<file path="config.mk">
export PLATFORM = sky130hd
export DESIGN_NAME = clk_strobe_gen
export DESIGN_NICKNAME = d
export VERILOG_FILES = /design/src/rtl/clk_strobe_pkg.sv /design/src/rtl/clk_strobe_rst_sync.sv /design/src/rtl/clk_strobe_div.sv /design/src/rtl/clk_strobe_gen.sv
export SDC_FILE = /design/constraint.sdc
export NUM_CORES = 1
export LEC_CHECK = 0
export ABC_CLOCK_PERIOD_IN_PS = 3960
export BUFFER_PORTS_ARGS = -buffer_cell sky130_fd_sc_hd__buf_2
export CORE_MARGIN = 1.5
export CORE_UTILIZATION = 25
export CTS_BUF_LIST = sky130_fd_sc_hd__clkbuf_2
export CTS_CLUSTER_DIAMETER = 200
export DETAILED_ROUTE_END_ITERATION = 8
export PLACE_DENSITY_LB_ADDON = 0.1
export SKIP_LAST_GASP = 1
export SLEW_MARGIN = 40
export SYNTH_ARGS = -nofsm -noshare
export SYNTH_HDL_FRONTEND = slang
export SYNTH_HIERARCHICAL = 1
export SYNTH_SLANG_ARGS = --single-unit
</file>
<file path="constraint.sdc">
create_clock -name clk -period 3.96 [get_ports clk]
set_input_delay 0.792 -clock clk [delete_from_list [all_inputs] [get_ports clk]]
set_output_delay 0.792 -clock clk [all_outputs]
set_load 0.02 [all_outputs]
</file>
<file path="src/rtl/clk_strobe_pkg.sv">
package clk_strobe_pkg;

  // Bits needed to hold values 0 .. v-1 (at least one bit)
  function automatic int unsigned cnt_bits(input int unsigned v);
    return (v < 3) ? 1 : $clog2(v);
  endfunction

  function automatic int unsigned max_of(input int unsigned a, input int unsigned b);
    return (a > b) ? a : b;
  endfunction

  localparam int unsigned SPI_BIT_W = 6;

  // Non-linear selector decode for the SPI bit-clock stage
  function automatic logic [SPI_BIT_W-1:0] spi_bit_ratio(input logic [1:0] sel);
    logic [SPI_BIT_W-1:0] r;
    unique case (sel)
      2'd0:    r = 6'd32;
      2'd1:    r = 6'd8;
      2'd2:    r = 6'd2;
      default: r = 6'd1;
    endcase
    return r;
  endfunction

endpackage

</file>
<file path="src/rtl/clk_strobe_rst_sync.sv">
module clk_strobe_rst_sync (
  input  logic clk,
  input  logic rst_n,
  output logic rst_s_n
);
  logic meta_q;
  logic hold_q;

  always_ff @(posedge clk or negedge rst_n) begin
    if (!rst_n) begin
      meta_q <= 1'b0;
      hold_q <= 1'b0;
    end else begin
      meta_q <= 1'b1;
      hold_q <= meta_q;
    end
  end

  assign rst_s_n = hold_q;
endmodule

</file>
<file path="src/rtl/clk_strobe_div.sv">
module clk_strobe_div #(
  parameter int unsigned W = 4
) (
  input  logic         clk,
  input  logic         rst_n,
  input  logic         clr,
  input  logic         en_in,
  input  logic [W-1:0] ratio,
  output logic         stb
);
  logic [W-1:0] cnt_q;
  logic [W-1:0] cnt_d;
  logic         last;

  // >= keeps a counter that is out of range from running away
  assign last = (cnt_q >= (ratio - W'(1)));
  assign stb  = en_in & ~clr & last;

  always_comb begin
    cnt_d = cnt_q;
    if (clr)        cnt_d = '0;
    else if (en_in) cnt_d = last ? '0 : (cnt_q + W'(1));
  end

  always_ff @(posedge clk or negedge rst_n) begin
    if (!rst_n) cnt_q <= '0;
    else        cnt_q <= cnt_d;
  end
endmodule

</file>
<file path="src/rtl/clk_strobe_gen.sv">
module clk_strobe_gen
  import clk_strobe_pkg::*;
#(
  parameter int unsigned CTRL_W    = 32,
  parameter int unsigned SEL_LSB   = 16,
  parameter int unsigned OPT_BIT   = 4,
  parameter int unsigned PLL_BUS   = 2,
  parameter int unsigned EXT_BUS   = 1,
  parameter int unsigned UART_DIV  = 10,
  parameter int unsigned PLL_TMR   = 144,
  parameter int unsigned EXT_TMR_0 = 24,
  parameter int unsigned EXT_TMR_1 = 26,
  parameter int unsigned PLL_PWM   = 768,
  parameter int unsigned EXT_PWM   = 128,
  parameter int unsigned PLL_SPI   = 576,
  parameter int unsigned EXT_SPI   = 96
) (
  input  logic              clk,
  input  logic              rst_n,
  input  logic              ext_mode,
  input  logic              ctrl_we,
  input  logic [CTRL_W-1:0] ctrl_wdata,
  output logic              bus_stb,
  output logic              tmr_stb,
  output logic              pwm_stb,
  output logic              spi_ref_stb,
  output logic              spi_bit_stb,
  output logic              uart_stb
);
  localparam int unsigned BUS_W  = cnt_bits(max_of(PLL_BUS, EXT_BUS)) + 1;
  localparam int unsigned UART_W = cnt_bits(UART_DIV) + 1;
  localparam int unsigned TMR_W  = cnt_bits(max_of(PLL_TMR, max_of(EXT_TMR_0, EXT_TMR_1))) + 1;
  localparam int unsigned PWM_W  = cnt_bits(max_of(PLL_PWM, EXT_PWM)) + 1;
  localparam int unsigned SPI_W  = cnt_bits(max_of(PLL_SPI, EXT_SPI)) + 1;

  logic       rst_s_n;
  logic       mode_q, mode_d;
  logic [1:0] sel_q, sel_d;
  logic       opt_q, opt_d;
  logic       cfg_chg;
  logic       clr;

  logic [BUS_W-1:0]     bus_ratio;
  logic [UART_W-1:0]    uart_ratio;
  logic [TMR_W-1:0]     tmr_ratio;
  logic [PWM_W-1:0]     pwm_ratio;
  logic [SPI_W-1:0]     spi_ratio;
  logic [SPI_BIT_W-1:0] bit_ratio;

  clk_strobe_rst_sync u_rst (.clk(clk), .rst_n(rst_n), .rst_s_n(rst_s_n));

  // Configuration next state and restart detection
  always_comb begin
    mode_d  = ext_mode;
    sel_d   = sel_q;
    opt_d   = opt_q;
    cfg_chg = 1'b0;
    if (ctrl_we) begin
      sel_d   = ctrl_wdata[SEL_LSB +: 2];
      opt_d   = ctrl_wdata[OPT_BIT];
      cfg_chg = (sel_d != sel_q) || (opt_d != opt_q);
    end
    clr = cfg_chg || (mode_d != mode_q);
  end

  always_ff @(posedge clk or negedge rst_s_n) begin
    if (!rst_s_n) begin
      mode_q <= 1'b0;
      sel_q  <= 2'd0;
      opt_q  <= 1'b0;
    end else begin
      mode_q <= mode_d;
      sel_q  <= sel_d;
      opt_q  <= opt_d;
    end
  end

  // Ratio selection per mode
  always_comb begin
    uart_ratio = UART_W'(UART_DIV);
    bit_ratio  = spi_bit_ratio(sel_q);
    if (mode_q) begin
      bus_ratio = BUS_W'(EXT_BUS);
      tmr_ratio = opt_q ? TMR_W'(EXT_TMR_1) : TMR_W'(EXT_TMR_0);
      pwm_ratio = PWM_W'(EXT_PWM);
      spi_ratio = SPI_W'(EXT_SPI);
    end else begin
      bus_ratio = BUS_W'(PLL_BUS);
      tmr_ratio = TMR_W'(PLL_TMR);
      pwm_ratio = PWM_W'(PLL_PWM);
      spi_ratio = SPI_W'(PLL_SPI);
    end
  end

  clk_strobe_div #(.W(BUS_W)) u_bus (
    .clk(clk), .rst_n(rst_s_n), .clr(clr), .en_in(1'b1),
    .ratio(bus_ratio), .stb(bus_stb));

  clk_strobe_div #(.W(UART_W)) u_uart (
    .clk(clk), .rst_n(rst_s_n), .clr(clr), .en_in(bus_stb),
    .ratio(uart_ratio), .stb(uart_stb));

  clk_strobe_div #(.W(TMR_W)) u_tmr (
    .clk(clk), .rst_n(rst_s_n), .clr(clr), .en_in(1'b1),
    .ratio(tmr_ratio), .stb(tmr_stb));

  clk_strobe_div #(.W(PWM_W)) u_pwm (
    .clk(clk), .rst_n(rst_s_n), .clr(clr), .en_in(1'b1),
    .ratio(pwm_ratio), .stb(pwm_stb));

  clk_strobe_div #(.W(SPI_W)) u_spi (
    .clk(clk), .rst_n(rst_s_n), .clr(clr), .en_in(1'b1),
    .ratio(spi_ratio), .stb(spi_ref_stb));

  clk_strobe_div #(.W(SPI_BIT_W)) u_spi_bit (
    .clk(clk), .rst_n(rst_s_n), .clr(clr), .en_in(spi_ref_stb),
    .ratio(bit_ratio), .stb(spi_bit_stb));

endmodule

</file>
==> flow_metrics.env <==
export IMPL_status="completed"
export IMPL_overflow=0
export IMPL_crit_arrival_ns=2.98
export IMPL_max_freq_mhz=265.3
export IMPL_wl_um=10030
export IMPL_synthArstFlopShare_pct=100.0
export IMPL_nets=708
export IMPL_cp_cell_sequence="buf_4, nor2_4, nand3_2, xor2_1, ha_1, a21oi_1, o21a_1, o21ai_2, a21oi_2, nor2b_1, nor2b_2, nand2b_1, nor2_1, buf_2"
export IMPL_initial_core_util_pct=25.64
export IMPL_dieWidth_um=136.4
export IMPL_port_buffers=12
export IMPL_clkSlewWorstSetupHoldPaths_ns=0.30
export IMPL_dpl_hpwl_um=7434
export IMPL_finalPower_mw=1.066
export IMPL_critPathTopFamily="simple AND/OR/NAND/NOR gates"
export IMPL_cts_max_path_buffers=2
export IMPL_grt_max_degree=44
export IMPL_critPathKind="register to output pin"
export IMPL_ant_nets=0
export IMPL_ys_flop_type="dfrtp_1"
export IMPL_fp_dieH_um=136.4
export IMPL_fin_skew_ns=0.01787
export IMPL_hold_path_class="register to asynchronous set/reset pin"
export IMPL_drv_slew=0
export IMPL_drtIter0Drc=222
export IMPL_synth_edff_count=0
export IMPL_ys_seq_elements=50
export IMPL_fin_crit_sh_pct=95.19
export IMPL_syn_area_per_cell_um2=8.866
export IMPL_slowest_stage="dfrtp_1"
export IMPL_cp_start_kind="register"
export IMPL_num_rows=48
export IMPL_cts_sink_count=50
export IMPL_final_cell_mix="conb_1 (96), ha_1 (54), dfrtp_1 (49), nand2_1 (39), nor2_1 (34)"
export IMPL_antenna_found_initial=1
export IMPL_drive_above_1_share_pct=11.47
export IMPL_slew_headroom_pct=59.51
export IMPL_synth_warnings=6
export IMPL_finalSetupViolCount=0
export IMPL_powerDensity_nw_per_um2=200.9
export IMPL_leakage_nw=2.396
export IMPL_root_buffer="clkbuf_2"
export IMPL_crit_required_ns=3.17
export IMPL_dr_total_vias=3825
export IMPL_drt_vias_per_instance=4.527
export IMPL_area_growth_pct=19.20
export IMPL_cp_end_kind="output pin"
export IMPL_gp_congestion=0.7128
export IMPL_grt_setup_unrepaired="yes"
export IMPL_cts_buffers=5
export IMPL_drtPass1Iterations=4
export IMPL_die_area_um2=18610
export IMPL_route_detailed_drc=0
export IMPL_cts_tree="built"
export IMPL_io_pins=42
export IMPL_ir_drop_uv=116.7
export IMPL_final_area_um2=5305
export IMPL_synth_seq_area_share_pct=28.11
export IMPL_final_common_cell="conb_1"
export IMPL_wl_per_cell_um=11.87
export IMPL_grt_first_pass_wirelength_um=17110
export IMPL_dpl_cell_area_um2=5171
export IMPL_track_usage_pct=11.47
export IMPL_core_area_um2=17360
export IMPL_cts_htree_levels=2
export IMPL_final_min_clock_period_ns=3.769
export IMPL_synth_area_um2=4451
export IMPL_worst_pin_slew_ns=0.6074
export IMPL_insertion_delay_ns=0.47
export IMPL_synth_cell_types=63
export IMPL_slowest_delay_ns=0.44
export IMPL_path_max_fanout=13
export IMPL_syn_inst=502
export IMPL_cap_violations=0
export IMPL_hold_violations=0
export IMPL_grt_pass1_vias=3584
export IMPL_critical_path_buf_inv_count=2
flip-flops by register name (all words and copies together), names as in the netlist:
signal	count
u_spi/cnt_q	11
u_bus/cnt_q	2
u_pwm/cnt_q	11
opt_q	1
u_uart/cnt_q	5
u_rst/meta_q	1
mode_q	1
u_tmr/cnt_q	9
sel_q	2
u_rst/rst_s_n	1
u_spi_bit/cnt_q	6
worst reg2reg max path, stage by stage, from the launching register on:
cell and delay, ns:
dfrtp_1 0.44, buf_4 0.20, nor2_4 0.14, nand3_2 0.09, xor2_1 0.17, ha_1 0.17, nand4_1 0.10, o21ai_2 0.24
a21oi_2 0.12, nor2b_1 0.17, nor2b_2 0.22, nand2b_1 0.11, buf_4 0.15, a211oi_4 0.33, a41oi_1 0.17, a31oi_1 0.15
metrics by stage:
step | setup WS, ns | hold WS (ns) | TNS, ns | util (%) | cells
floorplan | 0.3442 | 0.3312 | 0 | - | 595
global placement | 0.4449 | 0.08847 | 0 | 29.79 | 833
detailed placement | 0.3688 | 0.08653 | 0 | 29.79 | 833
CTS | -0.02468 | 0.1076 | -0.02468 | 30.41 | 843
global route | -0.04904 | 0.08910 | -0.06665 | 30.57 | 845
finish | 0.1906 | 0.1221 | 0 | 30.57 | 845
repair_timing:
item,in CTS,in global routing
resized for setup,5,3
pin swaps,3,3
hold endpoints to repair,2,0
endpoints found under the setup margin,3,2
buffers inserted,1,1
hold buffers,1,0
power by group:
group	switching (mW)	internal, mW
registers	0.0111	0.522
logic	0.144	0.0941
clock network	0.189	0.106
total	0.345	0.721
worst paths after layout:
path | to | startpoint | slack [ns] | cells after the start
setup / recovery | spi_bit_stb | mode_q$_DFF_PN0_ | 0.19 | 14
hold / removal | u_tmr/cnt_q[2]$_DFFE_PN0P_ | u_rst/rst_s_n$_DFF_PN0_ | 0.12 | 0
setup reg to reg | u_spi_bit/cnt_q[5]$_DFFE_PN0P_ | mode_q$_DFF_PN0_ | 0.94 | 15
hold reg to reg | u_tmr/cnt_q[2]$_DFFE_PN0P_ | u_rst/rst_s_n$_DFF_PN0_ | 0.12 | 0
max in group asynchronous | u_spi/cnt_q[3]$_DFFE_PN0P_ | u_rst/rst_s_n$_DFF_PN0_ | 3.03 | 1
min in group clk | u_rst/rst_s_n$_DFF_PN0_ | u_rst/meta_q$_DFF_PN0_ | 0.39 | 0
area by class of cell:
class / count / area, um2
Multi-Input combinational cell: 508 / 3426
Timing Repair Buffer: 27 / 175.2
Clock inverter: 3 / 45.04
Antenna cell: 1 / 2.502
Inverter: 26 / 97.59
Sequential cell: 50 / 1252
Tap cell: 225 / 281.5
Fill cell: 1847 / 12050
Clock buffer: 5 / 25.02
cell usage after synthesis (5+ instances only):
cell type   n  area [um2]
nand2_1    39       146.4
a32oi_1     5       43.79
a31oi_1     9       56.30
and2_1      7       43.79
nor2_1     35       131.4
a21oi_1    28       140.1
nand3_1    29       145.1
nor4_1      7       43.79
ha_1       54       675.7
nor2b_1     7       43.79
nor3_1     15       75.07
xor2_1     18       157.7
o41ai_2     5       81.33
nand2b_1   17       106.4
a22o_1      6       52.55
o21ai_0     9       45.04
inv_1      26       97.59
and3_1      6       37.54
xnor2_1    23       201.4
dfrtp_1    50        1251
nand4_1    16       100.1
o31ai_1     6       45.04
per-layer routing:
layer | part of all wire, % | vias to the layer above | GRT usage, %
li1 | - | 1978 | -
met1 | 49 | 1796 | 15.33
met2 | 48 | 46 | 19.50
met3 | 2.4 | 5 | 1.939
met4 | 0.57 | 0 | 2.069
met5 | 0 | - | 0
logic make-up after synthesis:
logic type / share of synthesized area, %
mux: 1.012
fa+ha+maj: 15.18
compound gates: 18.67
other cells: 0.2530
flops: 28.11
simple gates: 25.13
xor+xnor: 8.068
buf+inv: 3.570
Note: power is estimated with default switching activity, not from simulation.
